$ cat src/rtl/pps_pkg.sv
package pps_pkg;
  localparam int ACT_W      = 3;
  localparam logic [ACT_W-1:0] ACT_IDLE  = 3'd0;
  localparam logic [ACT_W-1:0] ACT_CLOCK = 3'd1;

  localparam int OFF_CFG    = 'h00;
  localparam int OFF_SEC_HI = 'h04;
  localparam int OFF_SEC_LO = 'h08;
  localparam int OFF_NSEC   = 'h0C;
  localparam int OFF_WIDTH  = 'h14;
  localparam int OFF_DELAY  = 'h18;

  // Packed so that dom is bit 0, pol bit 1, sync bit 2, act bits 5:3.
  typedef struct packed {
    logic [ACT_W-1:0] act;
    logic             sync;
    logic             pol;
    logic             dom;
  } pin_cfg_t;

  localparam int CFG_W = $bits(pin_cfg_t);

  function automatic logic [31:0] cfg_pack(pin_cfg_t c);
    return 32'(c);
  endfunction

  function automatic pin_cfg_t cfg_unpack(logic [31:0] w);
    return pin_cfg_t'(w[CFG_W-1:0]);
  endfunction
endpackage

$ cat src/rtl/pps_tod_edge.sv
module pps_tod_edge #(
  parameter int SEC_W      = 48,
  parameter int NS_W       = 30,
  parameter int NS_PER_SEC = 1000000000
) (
  input  logic            clk,
  input  logic            rst_n,
  input  logic [SEC_W-1:0] tod_sec,
  input  logic [NS_W-1:0]  tod_ns,
  output logic            sec_tick,
  output logic [NS_W:0]   ns_delta
);
  localparam logic [NS_W:0] NPS = (NS_W+1)'(NS_PER_SEC);

  logic             prev_valid;
  logic [SEC_W-1:0] prev_sec;
  logic [NS_W-1:0]  prev_ns;

  always_ff @(posedge clk or negedge rst_n) begin
    if (!rst_n) begin
      prev_valid <= 1'b0;
      prev_sec   <= '0;
      prev_ns    <= '0;
    end else begin
      prev_valid <= 1'b1;
      prev_sec   <= tod_sec;
      prev_ns    <= tod_ns;
    end
  end

  assign sec_tick = prev_valid && (tod_sec != prev_sec);

  always_comb begin
    if (!prev_valid)
      ns_delta = '0;
    else if (sec_tick)
      ns_delta = {1'b0, tod_ns} + NPS - {1'b0, prev_ns};
    else
      ns_delta = {1'b0, tod_ns} - {1'b0, prev_ns};
  end

  // elapsed time per cycle never exceeds one second for a legal ToD
  p_delta_in_second_r9: assert property (@(posedge clk) disable iff (!rst_n)
    prev_valid |-> (ns_delta <= NPS));
endmodule

$ cat src/rtl/pps_cfg_regs.sv
module pps_cfg_regs
  import pps_pkg::*;
#(
  parameter int SEC_W     = 48,
  parameter int NS_W      = 30,
  parameter int ADDR_W    = 8,
  parameter int DEF_WIDTH = 1000,
  parameter int DEF_DELAY = 0
) (
  input  logic             clk,
  input  logic             rst_n,
  input  logic             reg_wr,
  input  logic [ADDR_W-1:0] reg_addr,
  input  logic [31:0]      reg_wdata,
  output logic [31:0]      reg_rdata,
  input  logic [SEC_W-1:0] tod_sec,
  input  logic [NS_W-1:0]  tod_ns,
  input  logic             load,
  output logic             eff_pol,
  output logic             eff_sync,
  output logic [ACT_W-1:0] eff_act,
  output logic [NS_W-1:0]  eff_width,
  output logic [NS_W-1:0]  eff_delay
);
  pin_cfg_t        pend_cfg, act_cfg, eff_cfg;
  logic [NS_W-1:0] pend_width, pend_delay, act_width, act_delay;
  logic [31:0]     sec_hi, sec_lo;
  logic            unused_bits;

  always_ff @(posedge clk or negedge rst_n) begin
    if (!rst_n) begin
      pend_cfg   <= '0;
      pend_width <= NS_W'(DEF_WIDTH);
      pend_delay <= NS_W'(DEF_DELAY);
    end else if (reg_wr) begin
      if (int'(reg_addr) == OFF_CFG)   pend_cfg   <= cfg_unpack(reg_wdata);
      if (int'(reg_addr) == OFF_WIDTH) pend_width <= reg_wdata[NS_W-1:0];
      if (int'(reg_addr) == OFF_DELAY) pend_delay <= reg_wdata[NS_W-1:0];
    end
  end

  always_ff @(posedge clk or negedge rst_n) begin
    if (!rst_n) begin
      act_cfg   <= '0;
      act_width <= NS_W'(DEF_WIDTH);
      act_delay <= NS_W'(DEF_DELAY);
    end else if (load) begin
      act_cfg   <= pend_cfg;
      act_width <= pend_width;
      act_delay <= pend_delay;
    end
  end

  assign eff_cfg   = load ? pend_cfg   : act_cfg;
  assign eff_width = load ? pend_width : act_width;
  assign eff_delay = load ? pend_delay : act_delay;
  assign eff_pol   = eff_cfg.pol;
  assign eff_sync  = eff_cfg.sync;
  assign eff_act   = eff_cfg.act;
  assign unused_bits = ^{eff_cfg.dom, reg_wdata[31:NS_W]};

  generate
    if (SEC_W > 32) begin : g_wide_sec
      assign sec_hi = 32'(tod_sec[SEC_W-1:32]);
      assign sec_lo = tod_sec[31:0];
    end else begin : g_narrow_sec
      assign sec_hi = '0;
      assign sec_lo = 32'(tod_sec);
    end
  endgenerate

  always_comb begin
    if      (int'(reg_addr) == OFF_CFG)    reg_rdata = cfg_pack(pend_cfg);
    else if (int'(reg_addr) == OFF_SEC_HI) reg_rdata = sec_hi;
    else if (int'(reg_addr) == OFF_SEC_LO) reg_rdata = sec_lo;
    else if (int'(reg_addr) == OFF_NSEC)   reg_rdata = 32'(tod_ns);
    else if (int'(reg_addr) == OFF_WIDTH)  reg_rdata = 32'(pend_width);
    else if (int'(reg_addr) == OFF_DELAY)  reg_rdata = 32'(pend_delay);
    else                                   reg_rdata = '0;
  end

  // working copy moves only at a seconds step
  p_hold_between_steps_r8: assert property (@(posedge clk) disable iff (!rst_n)
    !load |=> ($stable(act_cfg) && $stable(act_width) && $stable(act_delay)));
  // at a seconds step the working copy takes the pending values
  p_load_from_pending_r8: assert property (@(posedge clk) disable iff (!rst_n)
    load |=> (act_cfg == $past(pend_cfg) && act_width == $past(pend_width)
              && act_delay == $past(pend_delay)));
endmodule

$ cat src/rtl/pps_wave_core.sv
module pps_wave_core
  import pps_pkg::*;
#(
  parameter int NS_W = 30
) (
  input  logic             clk,
  input  logic             rst_n,
  input  logic             cfg_pol,
  input  logic             cfg_sync,
  input  logic [ACT_W-1:0] cfg_act,
  input  logic [NS_W-1:0]  win_width,
  input  logic [NS_W-1:0]  win_delay,
  input  logic [NS_W-1:0]  tod_ns,
  input  logic [NS_W:0]    ns_delta,
  output logic             pulse_out
);
  localparam int SUM_W = NS_W + 1;
  localparam int ACC_W = NS_W + 2;

  logic             clk_act, sync_mode, free_mode;
  logic [SUM_W-1:0] win_end, phase_q, phase_d;
  logic [ACC_W-1:0] acc, acc_wrap;
  logic             sync_level, free_level, level;

  assign clk_act   = (cfg_act == ACT_CLOCK);
  assign sync_mode = clk_act && cfg_sync;
  assign free_mode = clk_act && !cfg_sync;

  always_comb begin
    win_end    = SUM_W'(win_delay) + SUM_W'(win_width);
    sync_level = (tod_ns >= win_delay) && (SUM_W'(tod_ns) < win_end);
    acc        = ACC_W'(phase_q) + ACC_W'(ns_delta);
    acc_wrap   = (acc >= ACC_W'(win_end)) ? acc - ACC_W'(win_end) : acc;
    free_level = (win_end != '0) && (acc_wrap >= ACC_W'(win_delay));
    phase_d    = (free_mode && win_end != '0) ? SUM_W'(acc_wrap) : '0;
    if (sync_mode)      level = sync_level;
    else if (free_mode) level = free_level;
    else                level = 1'b0;
  end

  always_ff @(posedge clk or negedge rst_n) begin
    if (!rst_n) begin
      phase_q   <= '0;
      pulse_out <= 1'b0;
    end else begin
      phase_q   <= phase_d;
      pulse_out <= level ^ cfg_pol;
    end
  end

  // idle and unknown actions hold the inactive level
  p_idle_level_r7: assert property (@(posedge clk) disable iff (!rst_n)
    !clk_act |=> (pulse_out == $past(cfg_pol)));
  // no pulse before the programmed delay in aligned mode
  p_quiet_before_delay_r4: assert property (@(posedge clk) disable iff (!rst_n)
    (sync_mode && tod_ns < win_delay) |=> (pulse_out == $past(cfg_pol)));
  // phase stays inside one period
  p_phase_in_period_r9: assert property (@(posedge clk) disable iff (!rst_n)
    (free_mode && win_end != '0) |=> (phase_q < $past(win_end)));
endmodule

$ cat src/rtl/pps_pulse_gen.sv
module pps_pulse_gen
  import pps_pkg::*;
#(
  parameter int SEC_W      = 48,
  parameter int NS_W       = 30,
  parameter int ADDR_W     = 8,
  parameter int NS_PER_SEC = 1000000000,
  parameter int DEF_WIDTH  = 1000,
  parameter int DEF_DELAY  = 0
) (
  input  logic              clk,
  input  logic              rst_n,
  input  logic [SEC_W-1:0]  tod_sec,
  input  logic [NS_W-1:0]   tod_ns,
  input  logic              reg_wr,
  input  logic [ADDR_W-1:0] reg_addr,
  input  logic [31:0]       reg_wdata,
  output logic [31:0]       reg_rdata,
  output logic              pulse_out
);
  logic             sec_tick;
  logic [NS_W:0]    ns_delta;
  logic             eff_pol, eff_sync;
  logic [ACT_W-1:0] eff_act;
  logic [NS_W-1:0]  eff_width, eff_delay;

  pps_tod_edge #(.SEC_W(SEC_W), .NS_W(NS_W), .NS_PER_SEC(NS_PER_SEC)) u_edge (
    .clk(clk), .rst_n(rst_n), .tod_sec(tod_sec), .tod_ns(tod_ns),
    .sec_tick(sec_tick), .ns_delta(ns_delta));

  pps_cfg_regs #(.SEC_W(SEC_W), .NS_W(NS_W), .ADDR_W(ADDR_W),
                 .DEF_WIDTH(DEF_WIDTH), .DEF_DELAY(DEF_DELAY)) u_regs (
    .clk(clk), .rst_n(rst_n), .reg_wr(reg_wr), .reg_addr(reg_addr),
    .reg_wdata(reg_wdata), .reg_rdata(reg_rdata), .tod_sec(tod_sec),
    .tod_ns(tod_ns), .load(sec_tick), .eff_pol(eff_pol), .eff_sync(eff_sync),
    .eff_act(eff_act), .eff_width(eff_width), .eff_delay(eff_delay));

  pps_wave_core #(.NS_W(NS_W)) u_core (
    .clk(clk), .rst_n(rst_n), .cfg_pol(eff_pol), .cfg_sync(eff_sync),
    .cfg_act(eff_act), .win_width(eff_width), .win_delay(eff_delay),
    .tod_ns(tod_ns), .ns_delta(ns_delta), .pulse_out(pulse_out));
endmodule

$ cat config.mk
export PLATFORM = sky130hd
export DESIGN_NAME = pps_pulse_gen
export DESIGN_NICKNAME = d
export VERILOG_FILES = /design/src/rtl/pps_pkg.sv /design/src/rtl/pps_tod_edge.sv /design/src/rtl/pps_cfg_regs.sv /design/src/rtl/pps_wave_core.sv /design/src/rtl/pps_pulse_gen.sv
export SDC_FILE = /design/constraint.sdc
export NUM_CORES = 1
export LEC_CHECK = 0
export CORE_MARGIN = 2
export CORE_UTILIZATION = 56
export DETAILED_ROUTE_END_ITERATION = 6
export PLACE_DENSITY = 0.84
export SYNTH_ARGS = -nofsm -noshare
export SYNTH_HDL_FRONTEND = slang
export SYNTH_SLANG_ARGS = --single-unit
$ cat constraint.sdc
create_clock -name clk -period 14.4 [get_ports clk]
set_input_delay 4.32 -clock clk [delete_from_list [all_inputs] [get_ports clk]]
set_output_delay 4.32 -clock clk [all_outputs]
set_load 0.005 [all_outputs]
==> run_results.csv <==
group,metric,value,unit
die,io_pins,154,
power,peakVddDrop,0.1089,mV
yosys,synth_warnings,0,
critical_path,r2r_setup_slack,4.47,ns
yosys,synth_commonest_cells,"252 x ha_1, 230 x dfrtp_1, 161 x inv_1, 144 x nor2_1, 142 x a21oi_1",
drt,wl_per_cell,21.42,µm
critical_path,path_buf_inv,6,
die,die_height,195.3,µm
yosys,synthFlopType,"dfrtp_1",
grt,antenna_found_initial,0,
sta,finalSetupViolCount,0,
sta,finalHoldViolCount,0,
die,initial_core_util,56.38,%
finish,layout.nets,2948,
yosys,yosys.area.top_type_share,28.08,%
sta,finalMaxSlewViolations,0,
sta,finClkSkew,0.01265,ns
sta,hold_ws,0.5117,ns
sta,final.min_clock_period,13.79,ns
grt,grt_pass1_wl,102200,µm
yosys,syn_inst,2204,
yosys,yosysMostFrequentCell,"ha_1",
drt,final_antenna_net_count,0,
clocking,clockRootBuffer,"clkbuf_16",
critical_path,critical_path_required,14.83,ns
sta,period_share,95.77,%
clocking,cts-hold-fix-buffers,0,
drt,drc,0,
critical_path,path_delay_family,"compound AO/OA/AOI/OAI gates",
drt,route.final.wire_length,65130,µm
sta,tns,0,ns
sta,rsz0062_at_grt,"false",
placed_design,place.gp.congestion,0.9652,
sta,setup_slack,0.6094,ns
yosys,async_flop_share,100.0,%
critical_path,crit_path_end_kind,"register",
die,dieArea,38140,µm²
critical_path,critPathKind,"in -> reg",
critical_path,cp-start-kind,"input port",
placed_design,hpwl,50020,µm
critical_path,critical-path-max-stage-delay,0.53,ns
finish,syn2layout_area_growth,22.18,%
critical_path,cp_slowest_cell,"clkdlybuf4s50_1",
yosys,ys_ff_latch,242,
grt,track_usage,33.91,%
clocking,clk_latency,0.57,ns
drt,drtIter0Drc,1601,
placed_design,pre_cts_ws,-0.05072,ns
clocking,path_clk_slew,0.06,ns
finish,diodes,0,
clocking,cts_resized,0,
power,pwr_density_cell,105.8,nW/µm²
yosys,avgSynthCellArea,9.298,µm²
grt,grt-ovfl-total,0,
drt,vias,19065,
status,status,"complete, no violations",
yosys,synth_top_area_cell,"dfrtp_1",
die,die_w,195.3,µm
critical_path,path_max_fanout,16,
run,max-cap-violations,0,
drt,via_per_inst,6.269,
die,core.rowCount,70,
clocking,cts_tree,"built",
drt,firstDrtPassIters,6,
yosys,synth_nets,2598,
critical_path,critical_path_arrival,14.22,ns
placed_design,port_buffers,151,
sta,worst_pin_slew,1.080,ns
hold_path,hold_class,"reg -> reg",
clocking,numCtsBuffers,27,
die,core-area,36350,µm²
yosys,synth.distinct_cells,82,
sta,max-slew-margin-rel,28.00,%
yosys,syn_area,20490,µm²
clocking,clock_path_buffers,3,
sta,fmax,0.07251,GHz
yosys,synthTopCellsByArea,"dfrtp_1 28%, ha_1 15%, mux2_2 6.4%",
grt,grt_max_degree,96,
power,leakage,12.09,nW
yosys,seq_area_frac_synth,29.62,%
critical_path,cpMostUsedCell,"o21ai_0",
clocking,cts_htree_levels,1,
grt,grt_pass1_vias,19527,
finish,fin_util,68.89,%
clocking,post-cts-setup-buffers,0,
yosys,synth_edf_count,0,
finish,drive_gt1_share,17.06,%
clocking,cts_num_sinks,242,
==> registers in the layout (all words and copies together) (netlist names) <==
signal             flops
u_edge.prev_valid      1
u_core.pulse_out       1
u_regs.pend_delay     30
u_regs.act_cfg         5
u_core.phase_q        31
u_regs.act_width      30
u_edge.prev_sec       48
u_edge.prev_ns        30
u_regs.act_delay      30
u_regs.pend_cfg        6
u_regs.pend_width     30
==> layout by cell type (no fill, tap or decap), types with 32 or more instances in the layout <==
master / count
o21ai_0: 128
mux2_2: 117
a21o_1: 66
nor3_1: 32
nand4_1: 42
xor2_1: 35
nor2b_1: 48
inv_1: 161
xnor2_1: 125
ha_1: 252
mux2i_1: 66
nand2_1: 110
dfrtp_1: 230
nor2_1: 143
a21oi_1: 142
buf_4: 230
clkdlybuf4s50_1: 149
==> through the flow <==
step	cells	cell area, µm²	power (W)
after floorplan	2204	20490	0.001500
after global placement	2993	24130	0.001883
after detailed placement	2993	24130	0.001920
after CTS	3041	24990	0.002620
after global routing	3041	25040	0.002802
final	3041	25040	0.002648
==> metal layers <==
layer | wire length, µm | global-route usage, %
met5 | 0 | 0
met4 | 3558 | 17.64
met3 | 4726 | 4.387
met2 | 29890 | 56.22
met1 | 26950 | 43.53
==> logic make-up (layout without fill, tap and decap cells) <==
family,after synthesis,after routing,synth area share [%]
fa+ha+maj,273,273,17.44
buf+inv,224,593,4.170
xor+xnor,160,160,6.838
mux,183,183,9.653
simple gates,518,518,12.80
compound gates,603,603,19.46
flops,242,242,29.62
other cells,1,1,0.01830
==> power breakdown <==
group | internal, W | leakage [nW] | switching (W) | total [W]
Clock | 0.000397 | 0.423 | 0.000298 | 0.000695
Combinational | 0.000571 | 8.53 | 0.000645 | 0.00122
Sequential | 0.000716 | 3.13 | 0.0000214 | 0.000737
Total | 0.00168 | 12.1 | 0.000965 | 0.00265
==> path summary, 6_finish.rpt <==
check	start	to	cells after the start
setup / recovery	tod_ns[3]	u_core.pulse_out	44
min in group asynchronous	rst_n	u_edge.prev_sec[34]	1
setup reg to reg	u_edge.prev_ns[1]	u_core.pulse_out	47
max in group asynchronous	rst_n	u_regs.pend_delay[24]	2
hold / removal	u_regs.act_width[29]	u_regs.act_width[29]	1
hold reg to reg	u_regs.act_width[29]	u_regs.act_width[29]	1
==> cell type report <==
cell class                 instances  area (µm²)
multi-input combinational       1738       13630
fill                            2522       11310
sequential                       242        6071
timing repair buffer             383        3278
clock buffer                      36       739.5
inverter                         162       608.1
tap                              468       585.6
clock inverter                    12       126.4
Note: power is estimated with default switching activity, not from simulation.
